File: src/rtl/bscan_pkg.sv
package bscan_pkg;
  typedef enum logic [1:0] {
    ST_IDLE = 2'd0,
    ST_READ = 2'd1,
    ST_EVAL = 2'd2
  } scan_state_t;

  typedef struct packed {
    logic hit_key;
    logic hit_stop;
  } cmp_t;
endpackage

File: src/rtl/bscan_match.sv
module bscan_match #(
  parameter int BYTE_W = 8,
  localparam int KEY_W = 2 * BYTE_W
) (
  input  logic              clk,
  input  logic              rst,
  input  logic              load,
  input  logic [KEY_W-1:0]  key,
  input  logic [BYTE_W-1:0] data,
  output bscan_pkg::cmp_t   cmp
);
  logic [BYTE_W-1:0] find_q;
  logic [BYTE_W-1:0] stop_q;

  // capture both compare values at scan start
  always_ff @(posedge clk) begin
    if (rst) begin
      find_q <= '0;
      stop_q <= '0;
    end else if (load) begin
      find_q <= key[BYTE_W-1:0];
      stop_q <= key[KEY_W-1:BYTE_W];
    end
  end

  always_comb begin
    cmp.hit_key  = (data == find_q);
    cmp.hit_stop = (data == stop_q);
  end
endmodule

File: src/rtl/bscan_ptr.sv
module bscan_ptr #(
  parameter int ADDR_W = 16
) (
  input  logic              clk,
  input  logic              rst,
  input  logic              load,
  input  logic [ADDR_W-1:0] load_val,
  input  logic              step,
  output logic [ADDR_W-1:0] ptr,
  output logic [ADDR_W-1:0] ptr_next
);
  // modulo 2^ADDR_W advance
  always_comb begin
    ptr_next = step ? ptr + ADDR_W'(1) : ptr;
  end

  always_ff @(posedge clk) begin
    if (rst)       ptr <= '0;
    else if (load) ptr <= load_val;
    else           ptr <= ptr_next;
  end
endmodule

File: src/rtl/bscan_ctrl.sv
module bscan_ctrl
  import bscan_pkg::*;
(
  input  logic clk,
  input  logic rst,
  input  logic start,
  input  logic irq,
  input  cmp_t cmp,
  output logic load,
  output logic rd_req,
  output logic step,
  output logic finish,
  output logic busy,
  output logic done,
  output logic skip,
  output logic intr
);
  scan_state_t state_q;

  always_comb begin
    load   = (state_q == ST_IDLE) && start;
    rd_req = (state_q == ST_READ);
    busy   = (state_q != ST_IDLE);
    // search hit leaves the pointer on the byte; anything else advances
    step   = (state_q == ST_EVAL) && !cmp.hit_key;
    finish = (state_q == ST_EVAL) && (cmp.hit_key || cmp.hit_stop || irq);
  end

  always_ff @(posedge clk) begin
    if (rst) begin
      state_q <= ST_IDLE;
      done    <= 1'b0;
      skip    <= 1'b0;
      intr    <= 1'b0;
    end else begin
      done <= 1'b0;
      unique case (state_q)
        ST_IDLE: if (start) state_q <= ST_READ;
        ST_READ: state_q <= ST_EVAL;
        ST_EVAL: begin
          if (finish) begin
            state_q <= ST_IDLE;
            done    <= 1'b1;
            // priority: search byte, then stop byte, then interrupt
            skip    <= !cmp.hit_key && cmp.hit_stop;
            intr    <= !cmp.hit_key && !cmp.hit_stop;
          end else begin
            state_q <= ST_READ;
          end
        end
        default: state_q <= ST_IDLE;
      endcase
    end
  end
endmodule

File: src/rtl/bscan_unit.sv
module bscan_unit #(
  parameter int ADDR_W = 16,
  parameter int BYTE_W = 8,
  localparam int KEY_W = 2 * BYTE_W
) (
  input  logic              clk,
  input  logic              rst,
  input  logic              start_i,
  input  logic [KEY_W-1:0]  key_i,
  input  logic [ADDR_W-1:0] ptr_i,
  input  logic              irq_i,
  output logic              rd_req_o,
  output logic [ADDR_W-1:0] rd_addr_o,
  input  logic [BYTE_W-1:0] rd_data_i,
  output logic              busy_o,
  output logic              done_o,
  output logic [ADDR_W-1:0] ptr_o,
  output logic              skip_o,
  output logic              intr_o
);
  bscan_pkg::cmp_t   cmp;
  logic              load;
  logic              step;
  logic              finish;
  logic [ADDR_W-1:0] ptr;
  logic [ADDR_W-1:0] ptr_next;

  bscan_match #(.BYTE_W(BYTE_W)) u_match (
    .clk  (clk),
    .rst  (rst),
    .load (load),
    .key  (key_i),
    .data (rd_data_i),
    .cmp  (cmp)
  );

  bscan_ptr #(.ADDR_W(ADDR_W)) u_ptr (
    .clk      (clk),
    .rst      (rst),
    .load     (load),
    .load_val (ptr_i),
    .step     (step),
    .ptr      (ptr),
    .ptr_next (ptr_next)
  );

  bscan_ctrl u_ctrl (
    .clk    (clk),
    .rst    (rst),
    .start  (start_i),
    .irq    (irq_i),
    .cmp    (cmp),
    .load   (load),
    .rd_req (rd_req_o),
    .step   (step),
    .finish (finish),
    .busy   (busy_o),
    .done   (done_o),
    .skip   (skip_o),
    .intr   (intr_o)
  );

  assign rd_addr_o = ptr;

  // final pointer captured together with the flags
  always_ff @(posedge clk) begin
    if (rst)         ptr_o <= '0;
    else if (finish) ptr_o <= ptr_next;
  end
endmodule

File: config.mk
export PLATFORM = sky130hd
export DESIGN_NAME = bscan_unit
export DESIGN_NICKNAME = d
export VERILOG_FILES = /design/src/rtl/bscan_pkg.sv /design/src/rtl/bscan_match.sv /design/src/rtl/bscan_ptr.sv /design/src/rtl/bscan_ctrl.sv /design/src/rtl/bscan_unit.sv
export SDC_FILE = /design/constraint.sdc
export NUM_CORES = 1
export LEC_CHECK = 0
export CAP_MARGIN = 20
export CORE_MARGIN = 5
export CORE_UTILIZATION = 50
export CTS_BUF_LIST = sky130_fd_sc_hd__clkbuf_16
export DETAILED_ROUTE_END_ITERATION = 10
export DONT_BUFFER_PORTS = 1
export PLACE_DENSITY_LB_ADDON = 0.15
export SYNTH_ARGS = -nofsm -noshare
export SYNTH_HDL_FRONTEND = slang
export SYNTH_SLANG_ARGS = --single-unit
export TNS_END_PERCENT = 100
File: constraint.sdc
create_clock -name clk -period 3.7 [get_ports clk]
set_clock_uncertainty 0.2 [all_clocks]
set_input_delay 0.555 -clock clk [delete_from_list [all_inputs] [get_ports clk]]
set_output_delay 0.555 -clock clk [all_outputs]
set_load 0.02 [all_outputs]
==> impl_metrics.xml, run 1 <==
<?xml version="1.0" encoding="UTF-8"?>
<metrics>
  <group name="worst_setup_path">
    <metric name="regToRegEndpoint" unit="">u_ptr.ptr[1]$_SDFF_PP0_</metric>
    <metric name="crit_slowest_cell" unit="">o21ai_1</metric>
    <metric name="critPathCapture" unit="">u_ptr.ptr[1]$_SDFF_PP0_</metric>
    <metric name="required_time_at_the_endpoint_of_the_critical_path" unit="ps">3660</metric>
    <metric name="worst_path_dominant_cell_family" unit="">compound AO/OA/AOI/OAI gates</metric>
    <metric name="setup.worst_path.end_class" unit="">register</metric>
    <metric name="crit_arrival" unit="ps">2380</metric>
    <metric name="reg2reg_depth" unit="">5</metric>
    <metric name="worstPathBufferInverterCount" unit="">0</metric>
    <metric name="path_depth" unit="">5</metric>
    <metric name="timing.reg2reg.setup_slack" unit="ps">1280</metric>
    <metric name="path_cells" unit="">xnor2_1 -&gt; nand4_1 -&gt; o21ai_1 -&gt; mux2i_1 -&gt; a211oi_1</metric>
    <metric name="setup.worst_path.class" unit="">reg2reg</metric>
    <metric name="crit_path_max_fanout" unit="">15</metric>
    <metric name="regToRegStartpoint" unit="">u_match.find_q[1]$_SDFFE_PP0P_</metric>
    <metric name="critical_path.startpoint" unit="">u_match.find_q[1]$_SDFFE_PP0P_</metric>
    <metric name="setup.worst_path.start_class" unit="">register</metric>
    <metric name="cpPeakStageDelay" unit="ps">620</metric>
  </group>
  <group name="sta">
    <metric name="fmax" unit="MHz">413</metric>
    <metric name="period_needed" unit="ps">2420</metric>
    <metric name="setup-tns-final" unit="ps">0</metric>
    <metric name="setup_viol" unit="">0</metric>
    <metric name="slew_viol_final" unit="">0</metric>
    <metric name="timing.final.ws_setup" unit="ps">1280</metric>
    <metric name="timing.final.hold_violations" unit="">0</metric>
    <metric name="worstMarginPinSlew" unit="ps">915</metric>
    <metric name="max_slew_margin" unit="%">39.0</metric>
    <metric name="fin_crit_sh" unit="%">65.4</metric>
    <metric name="fin_hold_ws" unit="ps">138</metric>
    <metric name="rsz0062_at_grt" unit="">false</metric>
  </group>
  <group name="global_route">
    <metric name="grt_start_max_net_pins" unit="">52</metric>
    <metric name="grt_first_pass_wirelength" unit="um">10300</metric>
    <metric name="vias_in_the_first_global_route" unit="">2068</metric>
    <metric name="groute.usage.overall" unit="%">19.8</metric>
    <metric name="initial_antenna_violation_count" unit="">0</metric>
    <metric name="grt_ovf" unit="">0</metric>
  </group>
  <group name="synthesis">
    <metric name="yosys_register_bits" unit="">53</metric>
    <metric name="netlist_area" unit="um^2">2650</metric>
    <metric name="yosysSeqAreaShare" unit="%">40.1</metric>
    <metric name="synth_cell_types" unit="">39</metric>
    <metric name="post_synth_inst_count" unit="">316</metric>
    <metric name="synth_flop_cell" unit="">dfxtp_1</metric>
    <metric name="synthesis.yosys.warnings" unit="">0</metric>
    <metric name="async_set_or_reset_register_ratio_after_synthesis" unit="%">0</metric>
    <metric name="synth-edff-count" unit="">0</metric>
    <metric name="postSynthNetCount" unit="">361</metric>
    <metric name="avgSynthCellArea" unit="um^2">8.37</metric>
  </group>
  <group name="pwr">
    <metric name="peakVddDrop" unit="mV">0.200</metric>
    <metric name="leakage_power" unit="nW">0.925</metric>
    <metric name="pwr_density_cell" unit="nW/um^2">448</metric>
    <metric name="total_power" unit="mW">1.24</metric>
  </group>
  <group name="layout">
    <metric name="utilization" unit="%">54.4</metric>
    <metric name="fin_nets" unit="">347</metric>
    <metric name="diodes" unit="">0</metric>
    <metric name="fraction_of_layout_instances_using_a_drive_strength_above_1" unit="%">6.29</metric>
    <metric name="final_cells" unit="">372</metric>
    <metric name="finalInstanceArea" unit="um^2">2780</metric>
    <metric name="syn_to_final_growth" unit="%">4.97</metric>
  </group>
  <group name="placement">
    <metric name="io_buffer_count" unit="">0</metric>
    <metric name="place_hpwl" unit="um">4930</metric>
    <metric name="post-place-ws" unit="ps">1070</metric>
    <metric name="gpl.final_weighted_congestion" unit="">0.785</metric>
    <metric name="place.detailed.instances" unit="">365</metric>
    <metric name="placement.cell_area" unit="um^2">2640</metric>
  </group>
  <group name="run_status">
    <metric name="outcome" unit="">complete, no violations</metric>
  </group>
  <group name="routing">
    <metric name="vias_per_cell" unit="">5.87</metric>
    <metric name="detail_route.drc_violations" unit="">0</metric>
    <metric name="postRouteAntennaNets" unit="">0</metric>
    <metric name="detail_route.iter0.violations" unit="">150</metric>
    <metric name="wl_per_instance" unit="um">17.9</metric>
    <metric name="dr.pass1.iters" unit="">4</metric>
    <metric name="drt_wl_total" unit="um">6660</metric>
    <metric name="route.vias.total" unit="">2184</metric>
  </group>
  <group name="clock_tree">
    <metric name="htreeDepth" unit="">2</metric>
    <metric name="cts_post_setup_buffers_inserted" unit="">0</metric>
    <metric name="buffers_from_clock_root_to_sink_at_most" unit="">2</metric>
    <metric name="clock_pin_slew_on_the_worst_setup_and_hold_paths" unit="ps">60</metric>
    <metric name="cts_tree" unit="">done</metric>
    <metric name="numCtsBuffers" unit="">5</metric>
    <metric name="cts.sinks" unit="">53</metric>
    <metric name="holdBufCountCts" unit="">0</metric>
    <metric name="post_cts_resize_count" unit="">0</metric>
    <metric name="clk-insertion-delay-late" unit="ps">280</metric>
    <metric name="clock-root-buffer" unit="">clkbuf_16</metric>
  </group>
  <group name="die">
    <metric name="floorplan.core_area" unit="um^2">5110</metric>
    <metric name="floorplan.die.width" unit="um">82.7</metric>
    <metric name="io-pin-count" unit="">81</metric>
    <metric name="design.die.area" unit="um^2">6840</metric>
    <metric name="die_y" unit="um">82.7</metric>
    <metric name="floorplan.initialDensity" unit="%">51.8</metric>
    <metric name="num_rows" unit="">26</metric>
  </group>
  <group name="worst_hold_path">
    <metric name="worst_hold_path_type" unit="">in2reg</metric>
  </group>
  <group name="run">
    <metric name="cap_viol_max_count" unit="">0</metric>
  </group>
</metrics>
## synthesized netlist by cell type, drive strengths merged, types with 7 or more instances
library cell,instances,area (um^2)
clkbuf,16,60.1
o21ai,9,45.0
o2111ai,7,61.3
xnor2,10,87.6
dfxtp,53,1060
a211oi,16,120
nand2,41,154
a21oi,41,220
buf,8,51.3
xor2,21,184
nor2,34,128
a211o,9,78.8
## power breakdown
group | total [mW] | switching (mW) | internal [mW] | leakage (nW)
combinational | 0.142 | 0.0873 | 0.0546 | 0.422
sequential | 0.667 | 0.0631 | 0.604 | 0.434
clock | 0.434 | 0.192 | 0.242 | 0.0685
total | 1.24 | 0.342 | 0.901 | 0.925
## per-layer routing
metal  up-vias  part of all wire (%)  global-route usage [%]
li1       1089                     -                       -
met1      1009                    41                    24.7
met2        78                    48                    32.9
met3         8                   9.1                    6.94
met4         0                   1.1                    4.74
met5         -                     0                       0
## worst min path at each step
stage / startpoint / to / cells after the start
finish: rst / u_ptr.ptr[7]$_SDFF_PP0_ / 1
CTS: rst / u_ptr.ptr[8]$_SDFF_PP0_ / 1
global route: rst / ptr_o[4]$_SDFFE_PP0P_ / 1
detailed placement: u_match.find_q[7]$_SDFFE_PP0P_ / u_match.find_q[7]$_SDFFE_PP0P_ / 2
floorplan: u_match.stop_q[0]$_SDFFE_PP0P_ / u_match.stop_q[0]$_SDFFE_PP0P_ / 2
global placement: u_match.find_q[7]$_SDFFE_PP0P_ / u_match.find_q[7]$_SDFFE_PP0P_ / 2
## state kept, by name, summed over array words and instances, names as in the netlist
signal and cells:
u_match.stop_q 8, u_match.find_q 8, u_ctrl.intr 1, u_ctrl.done 1
u_ctrl.skip 1, ptr_o 16, u_ptr.ptr 16, u_ctrl.state_q 2
## cells in the final DEF (no fill, tap or decap), types with 7 or more instances in the layout
| cell type | Yosys | final |
|---|---|---|
| a211o_1 | 9 | 9 |
| a211oi_1 | 16 | 16 |
| a21oi_1 | 39 | 39 |
| dfxtp_1 | 53 | 53 |
| nand2_1 | 41 | 41 |
| nor2_1 | 34 | 34 |
| o2111ai_1 | 7 | 7 |
| xnor2_1 | 10 | 10 |
| xor2_1 | 21 | 21 |
## final cells by class
class	count	area [um^2]
clock buffer	5	125
clock inverter	2	7.51
fill	500	2330
inverter	4	15.0
multi-input combinational	235	1460
sequential	53	1060
tap	70	87.6
timing repair buffer	3	22.5
## cell families (layout without fill, tap and decap cells)
family,Yosys count,count (layout),share of synthesized area (%)
adders and majority gates,1,1,0.473
AOI/OAI and AO/OA,91,91,23.9
DFF,53,53,40.1
muxes,1,1,0.378
buffers and inverters,28,14,4.78
xor gates and xnor gates,31,31,10.3
and+or+nand+nor,111,111,20.1
Note: power is estimated with default switching activity, not from simulation.
==> inputs of run 2 (changes only) <==
Clock period 3.7 ns to 2.2 ns, I/O delays scaled along.
==> run 2 against run 1 <==
Final cell count rose by 9.7%. Critical endpoint is now ptr_o[6]$_SDFFE_PP0P_. Largest cell class unchanged. Sequential power rose by 62%. Non-clock buffer count rose by 35. Critical path type unchanged. Critical path depth increased by 1.
==> impl_metrics.xml, run 2 (synthesis gave the netlist of run 1 again) <==
<?xml version="1.0" encoding="UTF-8"?>
<metrics>
  <group name="global_route">
    <metric name="gr-usage-met3" unit="%">6.83</metric>
    <metric name="initial_antenna_violation_count" unit="">0</metric>
    <metric name="gr-usage-met2" unit="%">36.0</metric>
    <metric name="globalRoute.busiestLayer" unit="">met2</metric>
    <metric name="vias_in_the_first_global_route" unit="">2240</metric>
    <metric name="grt_first_pass_wirelength" unit="um">11000</metric>
    <metric name="groute.layer.met1.usage" unit="%">25.5</metric>
    <metric name="groute.usage.overall" unit="%">21.1</metric>
    <metric name="grt_ovf" unit="">0</metric>
    <metric name="grt_start_max_net_pins" unit="">50</metric>
  </group>
  <group name="worst_setup_path">
    <metric name="setup.worst_path.class" unit="">reg2reg</metric>
    <metric name="crit_slowest_cell" unit="">a2111oi_2</metric>
    <metric name="worstPathBufferInverterCount" unit="">1</metric>
    <metric name="crit_arrival" unit="ps">1940</metric>
    <metric name="setup.worst_path.end_class" unit="">register</metric>
    <metric name="setup.worst_path.start_class" unit="">register</metric>
    <metric name="worst_path_dominant_cell_family" unit="">simple AND/OR/NAND/NOR gates</metric>
    <metric name="path_cells" unit="">xnor2_1 -&gt; and4_1 -&gt; nand2_1 -&gt; a21oi_4 -&gt; buf_4 -&gt; a2111oi_2</metric>
    <metric name="required_time_at_the_endpoint_of_the_critical_path" unit="ps">2190</metric>
    <metric name="cpPeakStageDelay" unit="ps">350</metric>
    <metric name="crit_path_max_fanout" unit="">15</metric>
  </group>
  <group name="routing">
    <metric name="wl_per_instance" unit="um">16.8</metric>
    <metric name="detail_route.drc_violations" unit="">0</metric>
    <metric name="dr.pass1.iters" unit="">4</metric>
    <metric name="drt_wl_total" unit="um">6850</metric>
    <metric name="detail_route.iter0.violations" unit="">152</metric>
    <metric name="vias_per_cell" unit="">5.62</metric>
    <metric name="route.vias.total" unit="">2294</metric>
    <metric name="postRouteAntennaNets" unit="">0</metric>
  </group>
  <group name="sta">
    <metric name="rsz0062_at_grt" unit="">false</metric>
    <metric name="max_slew_margin" unit="%">62.7</metric>
    <metric name="fmax" unit="MHz">511</metric>
    <metric name="worstMarginPinSlew" unit="ps">559</metric>
    <metric name="setup_viol" unit="">0</metric>
    <metric name="period_needed" unit="ps">1960</metric>
    <metric name="slew_viol_final" unit="">0</metric>
    <metric name="setup-tns-final" unit="ps">0</metric>
    <metric name="fin_crit_sh" unit="%">88.9</metric>
    <metric name="timing.final.hold_violations" unit="">0</metric>
    <metric name="fin_hold_ws" unit="ps">5.57</metric>
  </group>
  <group name="placement">
    <metric name="place_hpwl" unit="um">4980</metric>
    <metric name="gpl.final_weighted_congestion" unit="">0.809</metric>
    <metric name="io_buffer_count" unit="">0</metric>
    <metric name="placement.cell_area" unit="um^2">2800</metric>
  </group>
  <group name="worst_hold_path">
    <metric name="worst_hold_path_type" unit="">in2reg</metric>
  </group>
  <group name="layout">
    <metric name="fin_nets" unit="">382</metric>
    <metric name="most-common-layout-cells" unit="">53 x dfxtp_1, 41 x nand2_1, 39 x a21oi_1</metric>
    <metric name="fraction_of_layout_instances_using_a_drive_strength_above_1" unit="%">11.8</metric>
    <metric name="fillerInstances" unit="">489</metric>
    <metric name="layout_top_registers" unit="">ptr_o x16, u_ptr.ptr x16</metric>
    <metric name="final_common_cell" unit="">dfxtp_1</metric>
    <metric name="finalInstanceArea" unit="um^2">3110</metric>
    <metric name="syn_to_final_growth" unit="%">17.5</metric>
    <metric name="diodes" unit="">0</metric>
  </group>
  <group name="clock_tree">
    <metric name="numCtsBuffers" unit="">5</metric>
    <metric name="clk-insertion-delay-late" unit="ps">290</metric>
    <metric name="post_cts_resize_count" unit="">0</metric>
    <metric name="cts_tree" unit="">done</metric>
    <metric name="clock_pin_slew_on_the_worst_setup_and_hold_paths" unit="ps">70</metric>
    <metric name="clock-root-buffer" unit="">clkbuf_16</metric>
    <metric name="htreeDepth" unit="">2</metric>
    <metric name="buffers_from_clock_root_to_sink_at_most" unit="">2</metric>
    <metric name="cts.sinks" unit="">53</metric>
  </group>
  <group name="pwr">
    <metric name="pwr_density_cell" unit="nW/um^2">703</metric>
    <metric name="p_switching" unit="mW">0.610</metric>
    <metric name="net_sw_share" unit="%">27.9</metric>
    <metric name="seq_power_share" unit="%">49.7</metric>
    <metric name="total_power" unit="mW">2.18</metric>
    <metric name="power_report.internal_total" unit="mW">1.57</metric>
    <metric name="leakage_power" unit="nW">1.10</metric>
    <metric name="power.combinational.fraction" unit="%">16.2</metric>
    <metric name="pwr-share-clk" unit="%">34.1</metric>
    <metric name="peakVddDrop" unit="mV">0.304</metric>
  </group>
  <group name="run">
    <metric name="cap_viol_max_count" unit="">0</metric>
  </group>
  <group name="die">
    <metric name="floorplan.die.width" unit="um">82.7</metric>
    <metric name="die_y" unit="um">82.7</metric>
    <metric name="floorplan.initialDensity" unit="%">51.8</metric>
    <metric name="design.die.area" unit="um^2">6840</metric>
    <metric name="floorplan.core_area" unit="um^2">5110</metric>
    <metric name="num_rows" unit="">26</metric>
    <metric name="io-pin-count" unit="">81</metric>
  </group>
  <group name="run_status">
    <metric name="outcome" unit="">complete, no violations</metric>
  </group>
</metrics>
run 2: final timing paths:
kind | slack [ps] | cells after the start | start | to
worst max register to register | 240 | 6 | u_match.find_q[6]$_SDFFE_PP0P_ | ptr_o[6]$_SDFFE_PP0P_
worst max-delay path | 240 | 6 | u_match.find_q[6]$_SDFFE_PP0P_ | ptr_o[6]$_SDFFE_PP0P_
worst min register to register | 270 | 2 | u_match.find_q[0]$_SDFFE_PP0P_ | u_match.find_q[0]$_SDFFE_PP0P_
worst min-delay path | 6 | 2 | key_i[10] | u_match.stop_q[2]$_SDFFE_PP0P_
run 2: power groups by stage:
stage	clock network, mW	logic (mW)	registers [mW]
5_1_grt	0.808	0.394	1.09
3_5_place_dp	0	0.316	1.11
2_1_floorplan	0	0.217	1.12
3_3_place_gp	0	0.310	1.11
6_report	0.745	0.355	1.08
4_1_cts	0.763	0.357	1.09
run 2: metal layers:
metal	share of wire [%]	up-vias
li1	-	1166
met1	41	1060
met2	50	62
met3	8.2	6
met4	1.0	0
met5	0	-
run 2: cell type report:
class / count / area, um^2 / share of cell area, %
repair buffers: 38 / 348 / 11.2
multi-input cells: 235 / 1460 / 46.9
well taps: 70 / 87.6 / 2.82
clock buffers: 5 / 125 / 4.03
flip-flops and latches: 53 / 1060 / 34.2
inverters: 4 / 15.0 / 0.483
clock inverters: 3 / 12.5 / 0.403
run 2: what timing repair did:
| item | 4_1_cts | 5_1_grt |
|---|---|---|
| setup buffers | 0 | 0 |
| endpoints found under the setup margin | 0 | 0 |
| endpoints found under the hold margin | 49 | 0 |
| hold buffers | 16 | 0 |
run 2: through the flow:
stage	util (%)	worst slack, ps	instances
after CTS	60.8	238	408
final	60.8	245	408
after global placement	54.8	266	384
after global routing	60.8	101	408
after floorplan	-	330	316
after detailed placement	54.8	226	384
==> inputs of run 3 (changes only) <==
--- a/config.mk
+++ b/config.mk
@@ -8,3 +8,3 @@
 export CAP_MARGIN = 20
-export CORE_MARGIN = 5
+export CORE_MARGIN = 10
 export CORE_UTILIZATION = 50
==> constraint.sdc (replaced) <==
create_clock -name clk -period 2.2 [get_ports clk]
set_clock_uncertainty 0.2 [all_clocks]
set_input_delay 0.22 -clock clk [delete_from_list [all_inputs] [get_ports clk]]
set_output_delay 0.22 -clock clk [all_outputs]
set_load 0.02 [all_outputs]
==> run 3 against run 2 <==
Maximum frequency down 1.1%. Highest routed layer unchanged. Design area up 5.6%. Hold slack better by 51 ps.
==> impl_metrics.xml, run 3 (synthesis gave the netlist of run 1 again) <==
<?xml version="1.0" encoding="UTF-8"?>
<metrics>
  <group name="clock_tree">
    <metric name="cts_tree" unit="">done</metric>
    <metric name="cts_post_setup_buffers_inserted" unit="">0</metric>
    <metric name="numCtsBuffers" unit="">5</metric>
    <metric name="post_cts_resize_count" unit="">0</metric>
    <metric name="holdBufCountCts" unit="">34</metric>
    <metric name="htreeDepth" unit="">2</metric>
    <metric name="cts.sinks" unit="">53</metric>
    <metric name="clk-insertion-delay-late" unit="ps">290</metric>
    <metric name="clock_pin_slew_on_the_worst_setup_and_hold_paths" unit="ps">70</metric>
    <metric name="buffers_from_clock_root_to_sink_at_most" unit="">2</metric>
    <metric name="clock-root-buffer" unit="">clkbuf_16</metric>
  </group>
  <group name="global_route">
    <metric name="groute.usage.overall" unit="%">17.4</metric>
    <metric name="initial_antenna_violation_count" unit="">0</metric>
    <metric name="grt_first_pass_wirelength" unit="um">12400</metric>
    <metric name="grt_start_max_net_pins" unit="">52</metric>
    <metric name="grt_ovf" unit="">0</metric>
    <metric name="vias_in_the_first_global_route" unit="">2399</metric>
  </group>
  <group name="routing">
    <metric name="vias_per_cell" unit="">5.55</metric>
    <metric name="drt_wl_total" unit="um">7380</metric>
    <metric name="route.vias.total" unit="">2365</metric>
    <metric name="wl_per_instance" unit="um">17.3</metric>
    <metric name="detail_route.iter0.violations" unit="">168</metric>
    <metric name="dr.pass1.iters" unit="">4</metric>
    <metric name="detail_route.drc_violations" unit="">0</metric>
    <metric name="postRouteAntennaNets" unit="">0</metric>
  </group>
  <group name="die">
    <metric name="num_rows" unit="">26</metric>
    <metric name="io-pin-count" unit="">81</metric>
    <metric name="design.die.area" unit="um^2">8600</metric>
    <metric name="floorplan.initialDensity" unit="%">51.8</metric>
    <metric name="die_y" unit="um">92.7</metric>
    <metric name="floorplan.core_area" unit="um^2">5110</metric>
    <metric name="floorplan.die.width" unit="um">92.7</metric>
  </group>
  <group name="worst_setup_path">
    <metric name="critPathCapture" unit="">ptr_o[3]$_SDFFE_PP0P_</metric>
    <metric name="critical_path.startpoint" unit="">u_match.find_q[1]$_SDFFE_PP0P_</metric>
    <metric name="setup.worst_path.class" unit="">reg2reg</metric>
    <metric name="reg2reg_depth" unit="">6</metric>
    <metric name="setup.worst_path.end_class" unit="">register</metric>
    <metric name="timing.reg2reg.setup_slack" unit="ps">220</metric>
    <metric name="required_time_at_the_endpoint_of_the_critical_path" unit="ps">2190</metric>
    <metric name="regToRegEndpoint" unit="">ptr_o[3]$_SDFFE_PP0P_</metric>
    <metric name="setup.worst_path.start_class" unit="">register</metric>
    <metric name="crit_arrival" unit="ps">1970</metric>
    <metric name="regToRegStartpoint" unit="">u_match.find_q[1]$_SDFFE_PP0P_</metric>
    <metric name="crit_path_max_fanout" unit="">15</metric>
  </group>
  <group name="placement">
    <metric name="placement.cell_area" unit="um^2">2790</metric>
    <metric name="place_hpwl" unit="um">5340</metric>
    <metric name="post-place-ws" unit="ps">201</metric>
    <metric name="gpl.final_weighted_congestion" unit="">0.813</metric>
    <metric name="io_buffer_count" unit="">0</metric>
  </group>
  <group name="sta">
    <metric name="timing.final.hold_violations" unit="">0</metric>
    <metric name="slew_viol_final" unit="">0</metric>
    <metric name="worstMarginPinSlew" unit="ps">517</metric>
    <metric name="fin_hold_ws" unit="ps">56.8</metric>
    <metric name="rsz0062_at_grt" unit="">false</metric>
    <metric name="setup_viol" unit="">0</metric>
    <metric name="fmax" unit="MHz">506</metric>
    <metric name="period_needed" unit="ps">1980</metric>
    <metric name="timing.final.ws_setup" unit="ps">222</metric>
    <metric name="max_slew_margin" unit="%">65.6</metric>
    <metric name="fin_crit_sh" unit="%">89.9</metric>
    <metric name="setup-tns-final" unit="ps">0</metric>
  </group>
  <group name="pwr">
    <metric name="power_report.internal_total" unit="mW">1.60</metric>
    <metric name="peakVddDrop" unit="mV">0.447</metric>
    <metric name="pwr-share-clk" unit="%">34.5</metric>
    <metric name="pwr_density_cell" unit="nW/um^2">681</metric>
    <metric name="leakage_power" unit="nW">1.17</metric>
    <metric name="power.combinational.fraction" unit="%">17.0</metric>
    <metric name="seq_power_share" unit="%">48.5</metric>
    <metric name="net_sw_share" unit="%">28.5</metric>
    <metric name="p_switching" unit="mW">0.637</metric>
  </group>
  <group name="layout">
    <metric name="diodes" unit="">0</metric>
    <metric name="fraction_of_layout_instances_using_a_drive_strength_above_1" unit="%">11.8</metric>
    <metric name="most-common-layout-cells" unit="">53 x dfxtp_1, 41 x nand2_1, 39 x a21oi_1</metric>
    <metric name="layout_top_registers" unit="">ptr_o x16, u_ptr.ptr x16</metric>
    <metric name="multi_input_comb_area" unit="um^2">1460</metric>
    <metric name="fillerInstances" unit="">455</metric>
    <metric name="finalInstanceArea" unit="um^2">3280</metric>
    <metric name="final_common_cell" unit="">dfxtp_1</metric>
    <metric name="fin_nets" unit="">400</metric>
    <metric name="syn_to_final_growth" unit="%">24.0</metric>
    <metric name="seqCellArea" unit="um^2">1060</metric>
  </group>
  <group name="worst_hold_path">
    <metric name="worst_hold_path_type" unit="">in2reg</metric>
  </group>
  <group name="run_status">
    <metric name="outcome" unit="">complete, no violations</metric>
  </group>
  <group name="run">
    <metric name="cap_viol_max_count" unit="">0</metric>
  </group>
</metrics>
run 3: changes by cell type in the layout (fill, tap and decap cells not counted):
cell | previous run | this run
clkinvlp_4 | 0 | 1
buf_4 | 21 | 22
buf_12 | 2 | 1
dlygate4sd3_1 | 15 | 33
clkinv_1 | 2 | 0
clkinv_2 | 1 | 2
run 3: worst min-delay path by stage:
stage	from	endpoint	cells after the start
floorplan	key_i[0]	u_match.find_q[0]$_SDFFE_PP0P_	2
global placement	rst	ptr_o[8]$_SDFFE_PP0P_	1
detailed placement	rst	ptr_o[8]$_SDFFE_PP0P_	1
CTS	rst	ptr_o[8]$_SDFFE_PP0P_	2
global route	rst	u_match.stop_q[2]$_SDFFE_PP0P_	2
finish	rst	u_ptr.ptr[9]$_SDFF_PP0_	2
run 3: layout make-up:
class | instances | share of cell area (%)
clock buffers | 5 | 3.82
clock inverters | 3 | 0.534
inverters | 4 | 0.458
multi-input cells | 235 | 44.4
flip-flops and latches | 53 | 32.4
well taps | 70 | 2.67
repair buffers | 56 | 15.7
run 3: worst max-delay path, stage by stage, from the launching register on:
cell       delay, ps
dfxtp_1          320
xnor2_1          140
and4_1           230
nand2_1          330
a21oi_4           80
buf_4            220
a2111oi_2        360
run 3: stage by stage:
stage	total power [mW]	utilization, %	std cells
finish	2.23	64.2	426
global route	2.34	64.2	426
CTS	2.25	64.2	426
detailed placement	1.42	54.6	384
global placement	1.41	54.6	384
floorplan	1.34	-	316
run 3: layer usage:
layer  track usage [%]  wire [um]  vias up
met5                 0          0        -
met4              4.50         78        0
met3              7.26        700        8
met2              28.9       3580       75
met1              20.3       3020     1074
li1                  -          -     1208
run 3: power by group through the flow:
| stage | logic (mW) | registers, mW | clock network (mW) |
|---|---|---|---|
| 6_report | 0.379 | 1.08 | 0.771 |
| 5_1_grt | 0.423 | 1.09 | 0.829 |
| 4_1_cts | 0.379 | 1.09 | 0.787 |
| 3_5_place_dp | 0.312 | 1.11 | 0 |
| 3_3_place_gp | 0.308 | 1.11 | 0 |
| 2_1_floorplan | 0.217 | 1.12 | 0 |
